$ cat src/rtl/rsup_pkg.sv
package rsup_pkg;
  // Accepted level of the active-low push button
  typedef enum logic {
    BTN_PRESSED  = 1'b0,
    BTN_RELEASED = 1'b1
  } btn_lvl_t;
endpackage

$ cat src/rtl/rsup_sync.sv
module rsup_sync #(
  parameter int STAGES = 2
) (
  input  logic clk,
  input  logic init_n,
  input  logic din,
  output logic dout
);
  logic [STAGES-1:0] chain;

  generate
    for (genvar i = 0; i < STAGES; i++) begin : g_stage
      if (i == 0) begin : g_first
        always_ff @(posedge clk) begin
          if (!init_n) chain[0] <= 1'b1;
          else         chain[0] <= din;
        end
      end else begin : g_next
        always_ff @(posedge clk) begin
          if (!init_n) chain[i] <= 1'b1;
          else         chain[i] <= chain[i-1];
        end
      end
    end
  endgenerate

  assign dout = chain[STAGES-1];
endmodule

$ cat src/rtl/rsup_debounce.sv
module rsup_debounce
  import rsup_pkg::*;
#(
  parameter int DEBOUNCE_CYC = 16
) (
  input  logic     clk,
  input  logic     init_n,
  input  logic     din,
  output btn_lvl_t level
);
  localparam int DW = (DEBOUNCE_CYC > 1) ? $clog2(DEBOUNCE_CYC) : 1;
  localparam logic [DW-1:0] LAST = DW'(DEBOUNCE_CYC - 1);

  logic [DW-1:0] run_q;
  btn_lvl_t      level_q;

  always_ff @(posedge clk) begin
    if (!init_n) begin
      level_q <= BTN_RELEASED;
      run_q   <= '0;
    end else if (din != logic'(level_q)) begin
      if (run_q == LAST) begin
        level_q <= btn_lvl_t'(din);
        run_q   <= '0;
      end else begin
        run_q <= run_q + DW'(1);
      end
    end else begin
      run_q <= '0;
    end
  end

  assign level = level_q;

  // an input that agrees with the accepted level never flips it
  p_agree_keeps_r6: assert property (@(posedge clk) disable iff (!init_n)
    (din == logic'(level_q)) |=> $stable(level_q));

  // a change of the accepted level needs a full run of differing samples
  p_flip_after_run_r6: assert property (@(posedge clk) disable iff (!init_n)
    (level_q != $past(level_q)) |-> ($past(run_q) == LAST));
endmodule

$ cat src/rtl/rsup_hold_timer.sv
module rsup_hold_timer #(
  parameter int TIMEOUT_CYC = 1000
) (
  input  logic clk,
  input  logic init_n,
  input  logic request,
  output logic rst_act
);
  localparam int CW = $clog2(TIMEOUT_CYC + 1);
  localparam logic [CW-1:0] TERM = CW'(TIMEOUT_CYC);

  logic [CW-1:0] cnt_q;
  logic [CW-1:0] cnt_inc;
  logic          rst_q;

  assign cnt_inc = cnt_q + CW'(1);

  always_ff @(posedge clk) begin
    if (!init_n || request) begin
      cnt_q <= '0;
      rst_q <= 1'b1;
    end else if (cnt_q != TERM) begin
      cnt_q <= cnt_inc;
      rst_q <= (cnt_inc != TERM);
    end
  end

  assign rst_act = rst_q;

  // any active request leaves the counter cleared
  p_clear_r3: assert property (@(posedge clk) disable iff (!init_n)
    request |=> (cnt_q == '0 && rst_q));

  // terminal count is held with reset released
  p_saturate_r9: assert property (@(posedge clk) disable iff (!init_n)
    (cnt_q == TERM && !request) |=> (cnt_q == TERM && !rst_q));

  // a release only ever happens at terminal count
  p_release_full_r4: assert property (@(posedge clk) disable iff (!init_n)
    $fell(rst_q) |-> (cnt_q == TERM));
endmodule

$ cat src/rtl/rsup_top.sv
module rsup_top
  import rsup_pkg::*;
#(
  parameter int TIMEOUT_CYC  = 1000,
  parameter int DEBOUNCE_CYC = 16,
  parameter int SYNC_STAGES  = 2
) (
  input  logic clk,
  input  logic init_n,
  input  logic supply_ok,
  input  logic btn_n,
  output logic sys_rst,
  output logic sys_rst_n
);
  logic     btn_synced;
  btn_lvl_t btn_level;
  logic     request;
  logic     rst_state;

  rsup_sync #(.STAGES(SYNC_STAGES)) u_sync (
    .clk    (clk),
    .init_n (init_n),
    .din    (btn_n),
    .dout   (btn_synced)
  );

  rsup_debounce #(.DEBOUNCE_CYC(DEBOUNCE_CYC)) u_deb (
    .clk    (clk),
    .init_n (init_n),
    .din    (btn_synced),
    .level  (btn_level)
  );

  assign request = !supply_ok || (btn_level == BTN_PRESSED);

  rsup_hold_timer #(.TIMEOUT_CYC(TIMEOUT_CYC)) u_hold (
    .clk     (clk),
    .init_n  (init_n),
    .request (request),
    .rst_act (rst_state)
  );

  assign sys_rst   = rst_state;
  assign sys_rst_n = ~rst_state;

  // low supply at an edge means reset in the next cycle
  p_supply_low_r2: assert property (@(posedge clk) disable iff (!init_n)
    !supply_ok |=> sys_rst);

  // an accepted press keeps reset on
  p_button_hold_r5: assert property (@(posedge clk) disable iff (!init_n)
    (btn_level == BTN_PRESSED) |=> sys_rst);
endmodule

$ cat config.mk
export PLATFORM = sky130hd
export DESIGN_NAME = rsup_top
export DESIGN_NICKNAME = d
export VERILOG_FILES = /design/src/rtl/rsup_pkg.sv /design/src/rtl/rsup_sync.sv /design/src/rtl/rsup_debounce.sv /design/src/rtl/rsup_hold_timer.sv /design/src/rtl/rsup_top.sv
export SDC_FILE = /design/constraint.sdc
export NUM_CORES = 1
export LEC_CHECK = 0
export BUFFER_PORTS_ARGS = -buffer_cell sky130_fd_sc_hd__buf_2
export CORE_UTILIZATION = 50
export DETAILED_ROUTE_END_ITERATION = 12
export PLACE_DENSITY_LB_ADDON = 0.3
export RECOVER_POWER = 100
export REMOVE_ABC_BUFFERS = 1
export SLEW_MARGIN = 20
export SYNTH_ARGS = -nofsm -noshare
export SYNTH_HDL_FRONTEND = slang
export SYNTH_SLANG_ARGS = --single-unit
$ cat constraint.sdc
create_clock -name clk -period 5.01 [get_ports clk]
set_clock_uncertainty 0.05 [all_clocks]
set_input_delay 1.2525 -clock clk [delete_from_list [all_inputs] [get_ports clk]]
set_output_delay 1.2525 -clock clk [all_outputs]
set_load 0.02 [all_outputs]
### Word level (Yosys, flattened, before mapping)

Index checks and enable logic that the tools add are counted.

* $add $sub $neg: 2
* eq/ne operators: 4
* bitwise logic cells: 4
* reductions and logical operators: 6

Operators by type and width (count)
* inequality test 10 bit, second input constant: 2
* adder 10 x 1 -> 10 bit, second input constant: 1
* adder 4 x 1 -> 4 bit, second input constant: 1
* equality test 4 bit, second input constant: 1
* inverter 1 bit: 4
* OR reduction 3 bit: 1
* logical NOT 1 bit: 2
* logical OR 1 bit: 2
* AND reduction 2 bit: 1
* inequality test 1 bit: 1

* register bits after elaboration: 18
* input bits: 4
* output and inout port bits: 2
* word-level logic and storage cells: 22

### Depth between registers and ports, before layout

* depth after elaboration: 3
* depth in mapped cells: 7
* depth with buffers taken out: 7

### Hierarchy

Synthesis repeated with hierarchy kept, for this count alone.

* cells, all modules: 109
* area total of the unflattened synthesis: 959.7 um2

Modules (own cells, without submodules)
* rsup_hold_timer: instances 1, cells an instance 84, area each 709.4 um2, sequential area each 220.2 um2
* rsup_debounce: instances 1, cells an instance 19, area each 190.2 um2, sequential area each 100.1 um2
* rsup_sync: instances 1, cells an instance 4, area each 52.6 um2, sequential area each 40.0 um2
* rsup_top: instances 1, cells an instance 2, area each 7.5 um2, sequential area each 0.0 um2

### Worst setup path before layout

No wires, ideal clock.

* path type: register to output
* start point: reg u_hold.rst_q, in the netlist u_hold.rst_act
* end point: out sys_rst_n
* data arrival time: 0.589 ns
* required time: 3.708 ns
* slack: 3.118 ns
* stages on the path, launching flop included: 2
* buffers on the path: 0
* cell sequence: dfxtp_1 -> inv_1

* word-level cells in the longest chain between the ends: 1

Ends and longest elaborated chain
* start: declaration: RTL line rsup_hold_timer.sv:14 `logic rst_q;`
* start signal: assignment: RTL line rsup_hold_timer.sv:24 `rst_q <= (cnt_inc != TERM);`
* inverter 1 bit: RTL line rsup_top.sv:44 `assign sys_rst_n = ~rst_state;`
* end: declaration: RTL line rsup_top.sv:13 `output logic sys_rst_n`

Every way passes these cells.

### Final worst setup path

Ends and elaborated chain as after synthesis.

==> run_results.csv <==
group,metric,value,unit
run_status,status,"finished clean",
floorplanning,rows,14,
global_route,track_usage,17.8,%
setup_path,path_class,"reg2out",
final_layout,fill_cells,133,
setup_path,cp.required,3.71,ns
floorplanning,pin_count,6,
logic_synthesis,synth.avg_cell_area,9.24,sq um
drt,first_pass_iters,4,
timing,slew_headroom,70.8,%
final_layout,area_delta_synth_final,8.33,%
clocking,cts_setup_buffers,0,
final_layout,drive_gt1_share,11.2,%
clocking,cts_made_buffers,3,
timing,tns,0,ns
floorplanning,die_w,43.0,microns
timing,drv_slew,0,
clocking,root_buffer,"clkbuf_4",
clocking,cts.sinks,18,
logic_synthesis,synth-edff-count,0,
setup_path,critPathMaxFanout,3,
drt,wl,1350,microns
logic_synthesis,netlist_instances,91,
timing,tightest_slew,0.437,ns
clocking,cts_buffer_depth,2,
place,pre_cts_slack,2.85,ns
drt,drt-wirelength-per-cell,11.8,microns
clocking,cts_tree,"yes",
logic_synthesis,post-synth-top-count-cell,"dfxtp_1",
run,max-cap-violations,0,
clocking,cts_resized,0,
final_layout,seq_area,360,sq um
logic_synthesis,async_flop_share,0,%
timing,setup_violations,0,
drt,final_antenna_net_count,0,
global_route,grt_max_degree,12,
clocking,clk_pin_slew_worst_paths,0.10,ns
power_and_ir_drop,powerDensity,266,nW/um^2
logic_synthesis,netlist_area,841,sq um
global_route,grt_pass1_wl,2420,microns
worst_hold_path,hold_end,"u_sync.dout",
logic_synthesis,synthTopCellsByArea,"dfxtp_1 (43%), xor2_1 (9.4%), nand3_1 (6.5%)",
drt,drc,0,
worst_hold_path,hold_depth,1,
drt,vias,644,
logic_synthesis,ys_ff_latch,18,
timing,holdWs,0.378,ns
setup_path,cp.arrival,0.90,ns
place,io_buffers,5,
logic_synthesis,ys_types,27,
global_route,grt_pass1_vias,561,
setup_path,reg2regPathDepth,5,
logic_synthesis,yosys_warnings,0,
logic_synthesis,yosysTopAreaCellShare,42.9,%
logic_synthesis,synth_common_cells,"dfxtp_1 (18), nor2_1 (13), nand3_1 (11)",
setup_path,cp-end-kind,"primary output",
worst_hold_path,hp-class,"reg2reg",
place,hpwlAfterDp,963,microns
power_and_ir_drop,peakVddDrop,0.000173,V
setup_path,startpoint_type,"register",
timing,post-route-min-period,2.21,ns
floorplanning,initial_utilization,54.5,%
drt,avgViaCountPerCell,5.65,
timing,max_freq,0.453,GHz
setup_path,r2r_setup_slack,3.26,ns
logic_synthesis,synth_top_area_cell,"dfxtp_1",
clocking,clk_latency,0.29,ns
clocking,cts.htree.levels,1,
final_layout,antenna-diode-count,0,
floorplanning,core,1540,sq um
global_route,gr-total-overflow,0,
setup_path,timing.rr.start,"u_hold.cnt_q[1]",
floorplanning,die_height,43.0,microns
logic_synthesis,dominantRegCellSynth,"dfxtp_1",
timing,rsz0062_at_grt,"no",
setup_path,r2r_end,"u_hold.rst_act",
drt,first_iter_violations,16,
clocking,cts_hold_buf,0,
timing,setup_ws,2.80,ns
timing,post-route-period-util,44.0,%
final_layout,multi_input_area,458,sq um
final_layout,fin_nets,107,
floorplanning,dieArea,1850,sq um
timing,hold_viol,0,
global_route,antenna_found_initial,0,
place,gp_congestion,0.772,
power_and_ir_drop,power_leakage,0.340,nW
worst_hold_path,hold_path_startpoint,"u_sync.chain[0]",
logic_synthesis,ys_seq_area_share,42.9,%
-- where the power goes --
| part | switching [mW] | internal (mW) | leakage, nW |
|---|---|---|---|
| Sequential | 0.00151 | 0.145 | 0.146 |
| Combinational | 0.00441 | 0.00313 | 0.173 |
| Clock | 0.0438 | 0.0443 | 0.0210 |
| Total | 0.0497 | 0.192 | 0.340 |
-- worst max-delay path, stage by stage (launching register included) --
cell and delay [ns]:
dfxtp_1 0.34, inv_1 0.05, clkbuf_1 0.22
-- cell families (layout without fill, tap and decap cells) --
group	count (synthesis)	count (layout)	synth area share [%]
fa+ha+maj	4	4	5.95
xor+xnor	12	12	12.5
buf+inv	6	13	2.68
compound gates	4	4	4.02
mux	2	2	2.38
simple gates	45	45	29.6
flops	18	18	42.9
-- cell type report --
type / instances / area share, %
clock buffers: 4 / 3.98
multi-input cells: 67 / 50.3
repair buffers: 5 / 2.34
flip-flops and latches: 18 / 39.6
well taps: 16 / 2.20
inverters: 4 / 1.65
-- how the worst max path moves through the flow --
stage                         from        endpoint  slack (ns)  cells after the start
CTS                 u_hold.rst_act       sys_rst_n        2.86                      2
detailed placement          init_n  u_hold.rst_act        2.85                      3
global placement            init_n  u_hold.rst_act        2.87                      3
finish              u_hold.rst_act       sys_rst_n        2.80                      2
global route        u_hold.rst_act       sys_rst_n        2.76                      2
floorplan           u_hold.rst_act       sys_rst_n        3.12                      1
-- state kept, by name, summed over array words and instances, names as in the netlist --
register,flops
u_deb.level,1
u_deb.run_q,4
u_hold.cnt_q,10
u_hold.rst_act,1
u_sync.chain,1
u_sync.dout,1
-- layout by cell type (no fill, tap or decap), types with 2 or more instances in the layout --
cell type and n:
nand3_1 11, clkbuf_1 3, buf_2 2, xnor2_1 3
nand2b_1 2, ha_1 4, xor2_1 9, nor2_1 13
clkbuf_4 3, inv_1 4, dfxtp_1 18, nand2_1 3
mux2i_1 2, nor3_1 5
-- per-layer routing --
metal  vias to the layer above  GRT usage (%)  wire length, microns
met2                        16           26.7                   586
met5                         -              0                     0
met4                         0           5.45                    21
met3                         4           7.66                    60
met1                       294           23.0                   679
li1                        330              -                     -
-- stage by stage --
stage                     area, sq um  power, mW  cells  util, %
after global placement            878      0.157    110     57.0
after global routing              911      0.254    114     59.1
after floorplan                   833      0.154     89        -
after detailed placement          878      0.157    110     57.0
final                             911      0.242    114     59.1
after CTS                         915      0.245    114     59.3
(Power assumes the default switching activity.)
